[config.mk]
export PLATFORM = sky130hd
export DESIGN_NAME = mw_div
export DESIGN_NICKNAME = d
export VERILOG_FILES = /design/src/rtl/mw_div_pkg.sv /design/src/rtl/mw_div_pre.sv /design/src/rtl/mw_div_core.sv /design/src/rtl/mw_div.sv
export SDC_FILE = /design/constraint.sdc
export NUM_CORES = 1
export LEC_CHECK = 0
export BUFFER_PORTS_ARGS = -buffer_cell sky130_fd_sc_hd__buf_4
export CAP_MARGIN = 40
export CORE_MARGIN = 2
export CORE_UTILIZATION = 48
export DETAILED_ROUTE_END_ITERATION = 8
export PLACE_DENSITY = 0.69
export SLEW_MARGIN = 10
export SYNTH_ARGS = -nofsm -noshare
export SYNTH_HDL_FRONTEND = slang
export SYNTH_SLANG_ARGS = --single-unit
[constraint.sdc]
create_clock -name clk_i -period 3.9 [get_ports clk_i]
set_input_delay 0.39 -clock clk_i [delete_from_list [all_inputs] [get_ports clk_i]]
set_output_delay 0.39 -clock clk_i [all_outputs]
set_load 0.05 [all_outputs]
[src/rtl/mw_div_pkg.sv]
package mw_div_pkg;
  localparam int NSIZE = 4;
  typedef enum logic [1:0] {SZ_B = 2'd0, SZ_W = 2'd1, SZ_D = 2'd2, SZ_Q = 2'd3} size_e;
endpackage

[src/rtl/mw_div_pre.sv]
module mw_div_pre
  import mw_div_pkg::*;
#(
  parameter int XLEN = 64,
  parameter int CW   = $clog2(XLEN + 1)
) (
  input  size_e               size_i,
  input  logic                mode64_i,
  input  logic [2*XLEN-1:0]   dividend_i,
  input  logic [XLEN-1:0]     divisor_i,
  output logic [XLEN-1:0]     hi_o,
  output logic [XLEN-1:0]     lo_o,
  output logic [XLEN-1:0]     dv_o,
  output logic [CW-1:0]       steps_o,
  output logic                err_o
);
  logic [XLEN-1:0] hi_a [NSIZE];
  logic [XLEN-1:0] lo_a [NSIZE];
  logic [XLEN-1:0] dv_a [NSIZE];
  logic [CW-1:0]   st_a [NSIZE];

  for (genvar g = 0; g < NSIZE; g++) begin : g_sz
    localparam int N = XLEN >> (NSIZE - 1 - g);
    assign hi_a[g] = XLEN'(dividend_i[2*N-1:N]);
    // low half left-aligned so the core always shifts from the top bit
    assign lo_a[g] = XLEN'(dividend_i[N-1:0]) << (XLEN - N);
    assign dv_a[g] = XLEN'(divisor_i[N-1:0]);
    assign st_a[g] = CW'(N);
  end

  logic [1:0] sel;
  logic       illegal;
  assign sel     = size_i;
  assign hi_o    = hi_a[sel];
  assign lo_o    = lo_a[sel];
  assign dv_o    = dv_a[sel];
  assign steps_o = st_a[sel];
  assign illegal = (size_i == SZ_Q) && !mode64_i;
  // quotient fits iff upper half < divisor
  assign err_o   = illegal || (dv_o == '0) || (hi_o >= dv_o);
endmodule

[src/rtl/mw_div_core.sv]
module mw_div_core #(
  parameter int XLEN = 64,
  parameter int CW   = $clog2(XLEN + 1)
) (
  input  logic            clk_i,
  input  logic            rst_ni,
  input  logic            load_i,
  input  logic [XLEN-1:0] hi_i,
  input  logic [XLEN-1:0] lo_i,
  input  logic [XLEN-1:0] dv_i,
  input  logic [CW-1:0]   steps_i,
  output logic            busy_o,
  output logic            last_o,
  output logic [XLEN-1:0] quo_nxt_o,
  output logic [XLEN-1:0] rem_nxt_o
);
  logic            busy_q;
  logic [CW-1:0]   cnt_q;
  logic [XLEN-1:0] rem_q, sh_q, quo_q, dv_q;
  logic [XLEN:0]   trial;
  logic [XLEN-1:0] diff;
  logic            ge;

  assign trial     = {rem_q, sh_q[XLEN-1]};
  assign ge        = trial >= {1'b0, dv_q};
  assign diff      = trial[XLEN-1:0] - dv_q;
  assign rem_nxt_o = ge ? diff : trial[XLEN-1:0];
  assign quo_nxt_o = {quo_q[XLEN-2:0], ge};
  assign last_o    = busy_q && (cnt_q == CW'(1));
  assign busy_o    = busy_q;

  always_ff @(posedge clk_i or negedge rst_ni) begin
    if (!rst_ni) begin
      busy_q <= 1'b0;
      cnt_q  <= '0;
      rem_q  <= '0;
      sh_q   <= '0;
      quo_q  <= '0;
      dv_q   <= '0;
    end else if (load_i) begin
      busy_q <= 1'b1;
      cnt_q  <= steps_i;
      rem_q  <= hi_i;
      sh_q   <= lo_i;
      quo_q  <= '0;
      dv_q   <= dv_i;
    end else if (busy_q) begin
      rem_q <= rem_nxt_o;
      sh_q  <= sh_q << 1;
      quo_q <= quo_nxt_o;
      cnt_q <= cnt_q - CW'(1);
      if (last_o) busy_q <= 1'b0;
    end
  end

  // partial remainder stays below divisor through the loop
  p_rem_bound_r5: assert property (@(posedge clk_i) disable iff (!rst_ni)
    busy_q |-> (rem_q < dv_q));
  p_cnt_live_r7: assert property (@(posedge clk_i) disable iff (!rst_ni)
    busy_q |-> (cnt_q != '0));
endmodule

[src/rtl/mw_div.sv]
module mw_div
  import mw_div_pkg::*;
#(
  parameter int XLEN = 64,
  localparam int CW  = $clog2(XLEN + 1)
) (
  input  logic              clk_i,
  input  logic              rst_ni,
  input  logic              start_i,
  input  logic [1:0]        size_i,
  input  logic              mode64_i,
  input  logic [2*XLEN-1:0] dividend_i,
  input  logic [XLEN-1:0]   divisor_i,
  output logic              busy_o,
  output logic              done_o,
  output logic              err_o,
  output logic [XLEN-1:0]   quot_o,
  output logic [XLEN-1:0]   rem_o
);
  logic [XLEN-1:0] hi, lo, dv, quo_nxt, rem_nxt;
  logic [CW-1:0]   steps;
  logic            pre_err, accept, last, busy;
  logic            done_q, err_q;
  logic [XLEN-1:0] quot_q, rem_q;

  mw_div_pre #(.XLEN(XLEN), .CW(CW)) u_pre (
    .size_i     (size_e'(size_i)),
    .mode64_i   (mode64_i),
    .dividend_i (dividend_i),
    .divisor_i  (divisor_i),
    .hi_o       (hi),
    .lo_o       (lo),
    .dv_o       (dv),
    .steps_o    (steps),
    .err_o      (pre_err)
  );

  assign accept = start_i && !busy;

  mw_div_core #(.XLEN(XLEN), .CW(CW)) u_core (
    .clk_i     (clk_i),
    .rst_ni    (rst_ni),
    .load_i    (accept && !pre_err),
    .hi_i      (hi),
    .lo_i      (lo),
    .dv_i      (dv),
    .steps_i   (steps),
    .busy_o    (busy),
    .last_o    (last),
    .quo_nxt_o (quo_nxt),
    .rem_nxt_o (rem_nxt)
  );

  always_ff @(posedge clk_i or negedge rst_ni) begin
    if (!rst_ni) begin
      done_q <= 1'b0;
      err_q  <= 1'b0;
      quot_q <= '0;
      rem_q  <= '0;
    end else begin
      done_q <= 1'b0;
      err_q  <= 1'b0;
      if (accept && pre_err) begin
        done_q <= 1'b1;
        err_q  <= 1'b1;
      end else if (last) begin
        done_q <= 1'b1;
        quot_q <= quo_nxt;
        rem_q  <= rem_nxt;
      end
    end
  end

  assign busy_o = busy;
  assign done_o = done_q;
  assign err_o  = err_q;
  assign quot_o = quot_q;
  assign rem_o  = rem_q;

  p_err_hold_r4: assert property (@(posedge clk_i) disable iff (!rst_ni)
    (done_o && err_o) |-> ($stable(quot_o) && $stable(rem_o)));
  p_zero_div_r3: assert property (@(posedge clk_i) disable iff (!rst_ni)
    (start_i && !busy_o && divisor_i == '0) |=> (done_o && err_o));
  p_reject_q_r6: assert property (@(posedge clk_i) disable iff (!rst_ni)
    (start_i && !busy_o && size_i == SZ_Q && !mode64_i) |=> (done_o && err_o));
  p_no_abort_r8: assert property (@(posedge clk_i) disable iff (!rst_ni)
    busy_o |=> (busy_o || (done_o && !err_o)));
endmodule

==> results.cfg <==
[sta]
period_share = 0.973
fin_crit_ps = 3800
relSlewSlack = 0.193
worstMarginPinSlew_ps = 1210
hold_violations = 0
slew_violations = 0
fmax_ghz = 0.263
fin_ws_ps = 104
rsz0062_at_grt = yes
fin_tns_setup_ps = 0
clock_skew_ps = 16.0
setup_viol = 0

[setup_path]
path_depth = 15
crit_family = compound AO/OA/AOI/OAI gates
critPathKind = register to register
start_kind = register
cp-endpoint = u_core.rem_q[53]$_DFFE_PN0P_
critPathBufInv = 4
r2r_cells = 15
crit_required_ps = 4380
r2r-start = u_core.dv_q[20]$_DFFE_PN0P_
critPathMaxStageDelay_ps = 540
cp.arrival_ps = 4270
rrSetupSlack_ps = 100
slowest_stage = a21oi_1
worst_setup_path_end_kind = register
crit_chain = inv_1, ha_1, a21oi_1, o21a_1, o211ai_1, a211oi_2, o311ai_4, buf_4, buf_4, a21oi_1, o41ai_1, xnor2_1, a21oi_1, buf_4, a211o_1
crit_start = u_core.dv_q[20]$_DFFE_PN0P_
r2r-end = u_core.rem_q[53]$_DFFE_PN0P_
cp_max_fo = 8

[placed_design]
place_hpwl_um = 60700
dpl_worst_slack_ps = -248
portBuffers = 328
placed_area_sq_um = 28000
gp_congestion = 0.946

[logic_synthesis]
synthesis.area_sq_um = 23600
synth_cell_types = 74
yosys_warnings = 0
synth_seq_cells = 393
synth_nets = 3064
yosysMostFrequentCell = nand2_1
synth_top_area_frac = 0.416
synthTopCellsByArea = dfrtp_1 42%, nand2_1 9.8%, ha_1 6.9%
avgSynthCellArea_sq_um = 8.65
synth_common_cells = 618 x nand2_1, 393 x dfrtp_1, 211 x a21oi_1
synth_edf_count = 0
async_flop_share = 1.00
yosysSeqAreaShare = 0.416
synth_top_cell_by_area = dfrtp_1
synth_ff_type = dfrtp_1
netlist_instances = 2735

[finish]
multi_input_area_sq_um = 12700
syn2layout_area_growth_pct = 25.4
layout.nets = 3456
fillers = 4245
drive_gt1_frac = 0.220
design_area_sq_um = 29600
fin_util = 0.608
regArea_sq_um = 9840
diodes = 0

[floorplan]
core_sq_um = 48700
num_rows = 81
die_h_um = 226
die_area_sq_um = 51100
initial_core_util = 0.485
die_x_um = 226
ioPinCount = 329

[pwr]
switching_share = 0.476
power.switching_uw = 14700
p_per_area_nw_per_um2 = 1040
sequentialPowerShare = 0.238
peakVddDrop_uv = 623
internal-power_uw = 16200
combPwrFrac = 0.620
leakagePower_uw = 0.0144
p_clk_frac = 0.142

[run]
maxCapViolations = 0

[detailed_routing]
routed_wl_um = 79800
dr.pass1.iters = 6
vias = 21888
drtIter0Drc = 1927
ant_nets = 0
wl_per_cell_um = 20.9
viasPerCell = 5.72
drcViolationCount = 0

[global_routing]
grt_pass1_wl_um = 122000
grt_usage = 0.310
overflow = 0
grt_max_degree = 273
antenna_found_initial = 0
grt_pass1_vias = 21083

[clock_tree]
clkLatencyLatePin_ps = 600
cts.sinks = 393
cts_tree = built
root_buffer = clkbuf_16
clockBufferDepth = 3
htreeDepth = 2
cts_buffers = 45
clk_pin_slew_ps = 60

[status]
run_status = finished clean

[hold_path]
min_path_type = input pin to register
metrics by stage:
| step | instances | total power [uW] | hold slack [ps] |
|---|---|---|---|
| after floorplan | 2735 | 19500 | 94.4 |
| after global placement | 3737 | 25600 | 460 |
| after detailed placement | 3739 | 26000 | 464 |
| after CTS | 3824 | 30600 | 62.8 |
| after global routing | 3825 | 32900 | 88.7 |
| final | 3825 | 30900 | 91.7 |
tightest hold or removal path: cells and delay by family:
family,cells,cell delay (ps)
buf+inv,1,90
compound gates,2,150
cell families (layout without fill, tap and decap cells):
| logic type | Yosys count | after routing | synth area share |
|---|---|---|---|
| flops | 393 | 393 | 0.416 |
| mux | 164 | 164 | 0.0803 |
| simple gates | 993 | 993 | 0.179 |
| buf+inv | 329 | 755 | 0.0547 |
| fa+ha+maj | 131 | 131 | 0.0696 |
| xor+xnor | 62 | 62 | 0.0230 |
| compound gates | 663 | 663 | 0.178 |
worst min path at each step:
stage / start / end / slack (ps) / depth (start not counted)
after floorplan: rst_ni / done_o$_DFF_PN0_ / 90 / 0
after detailed placement: quot_o[54]$_DFFE_PN0P_ / quot_o[54]$_DFFE_PN0P_ / 460 / 2
after global placement: rst_ni / u_core.dv_q[22]$_DFFE_PN0P_ / 460 / 1
final: dividend_i[28] / u_core.sh_q[28]$_DFFE_PN0P_ / 90 / 3
after global routing: dividend_i[31] / u_core.sh_q[31]$_DFFE_PN0P_ / 90 / 3
after CTS: dividend_i[28] / u_core.sh_q[28]$_DFFE_PN0P_ / 60 / 3
cell type report:
| cell class | count | area share |
|---|---|---|
| multi-input combinational | 2013 | 0.427 |
| timing repair buffer | 529 | 0.144 |
| tap | 664 | 0.0280 |
| clock inverter | 12 | 0.00591 |
| clock buffer | 69 | 0.0455 |
| sequential | 393 | 0.332 |
| inverter | 145 | 0.0184 |
cell usage in the layout (no fill, tap or decap), types with 8 or more instances in the layout:
master	count
a211oi_1	8
a21o_1	39
a21oi_1	211
a221o_1	69
a31oi_1	9
and3_1	21
buf_12	18
buf_4	504
clkbuf_1	12
clkbuf_16	46
clkbuf_8	11
dfrtp_1	392
ha_1	125
inv_1	144
mux2_2	48
mux2i_1	92
mux4_2	15
nand2_1	618
nand3_1	35
nand4_1	42
nor2_1	138
nor2b_1	24
nor3_1	51
nor4_1	21
o211ai_1	8
o21ai_0	209
o21bai_1	12
o221ai_1	25
xnor2_1	39
xor2_1	23
per-layer routing:
layer / track usage / wire [um] / vias up
li1: - / - / 10331
met1: 0.433 / 35100 / 10546
met2: 0.491 / 36300 / 864
met3: 0.0491 / 5590 / 147
met4: 0.107 / 2740 / 0
met5: 0 / 0 / -
registers in the layout, summed over array words and instances, names as in the netlist:
register,flops
u_core.busy_o,1
rem_o,64
u_core.cnt_q,7
u_core.rem_q,64
quot_o,64
u_core.dv_q,64
err_o,1
u_core.quo_q,63
u_core.sh_q,64
done_o,1
power by group through the flow:
stage | Clock, uW | Combinational [uW] | Sequential, uW
finish | 4390 | 19100 | 7350
global placement | 0 | 18300 | 7310
detailed placement | 0 | 18600 | 7370
CTS | 4470 | 18800 | 7330
global route | 4620 | 20700 | 7560
floorplan | 0 | 10300 | 9220
repair_timing:
| action | CTS | global route |
|---|---|---|
| setup endpoints to repair | 61 | 89 |
| pin swaps | 1 | 1 |
| resized for setup | 5 | 22 |
| hold buffers | 1 | 0 |
| endpoints found under the hold margin | 86 | 0 |
| setup buffers | 2 | 1 |
| cloned | 1 | 0 |
(Power assumes the default switching activity.)
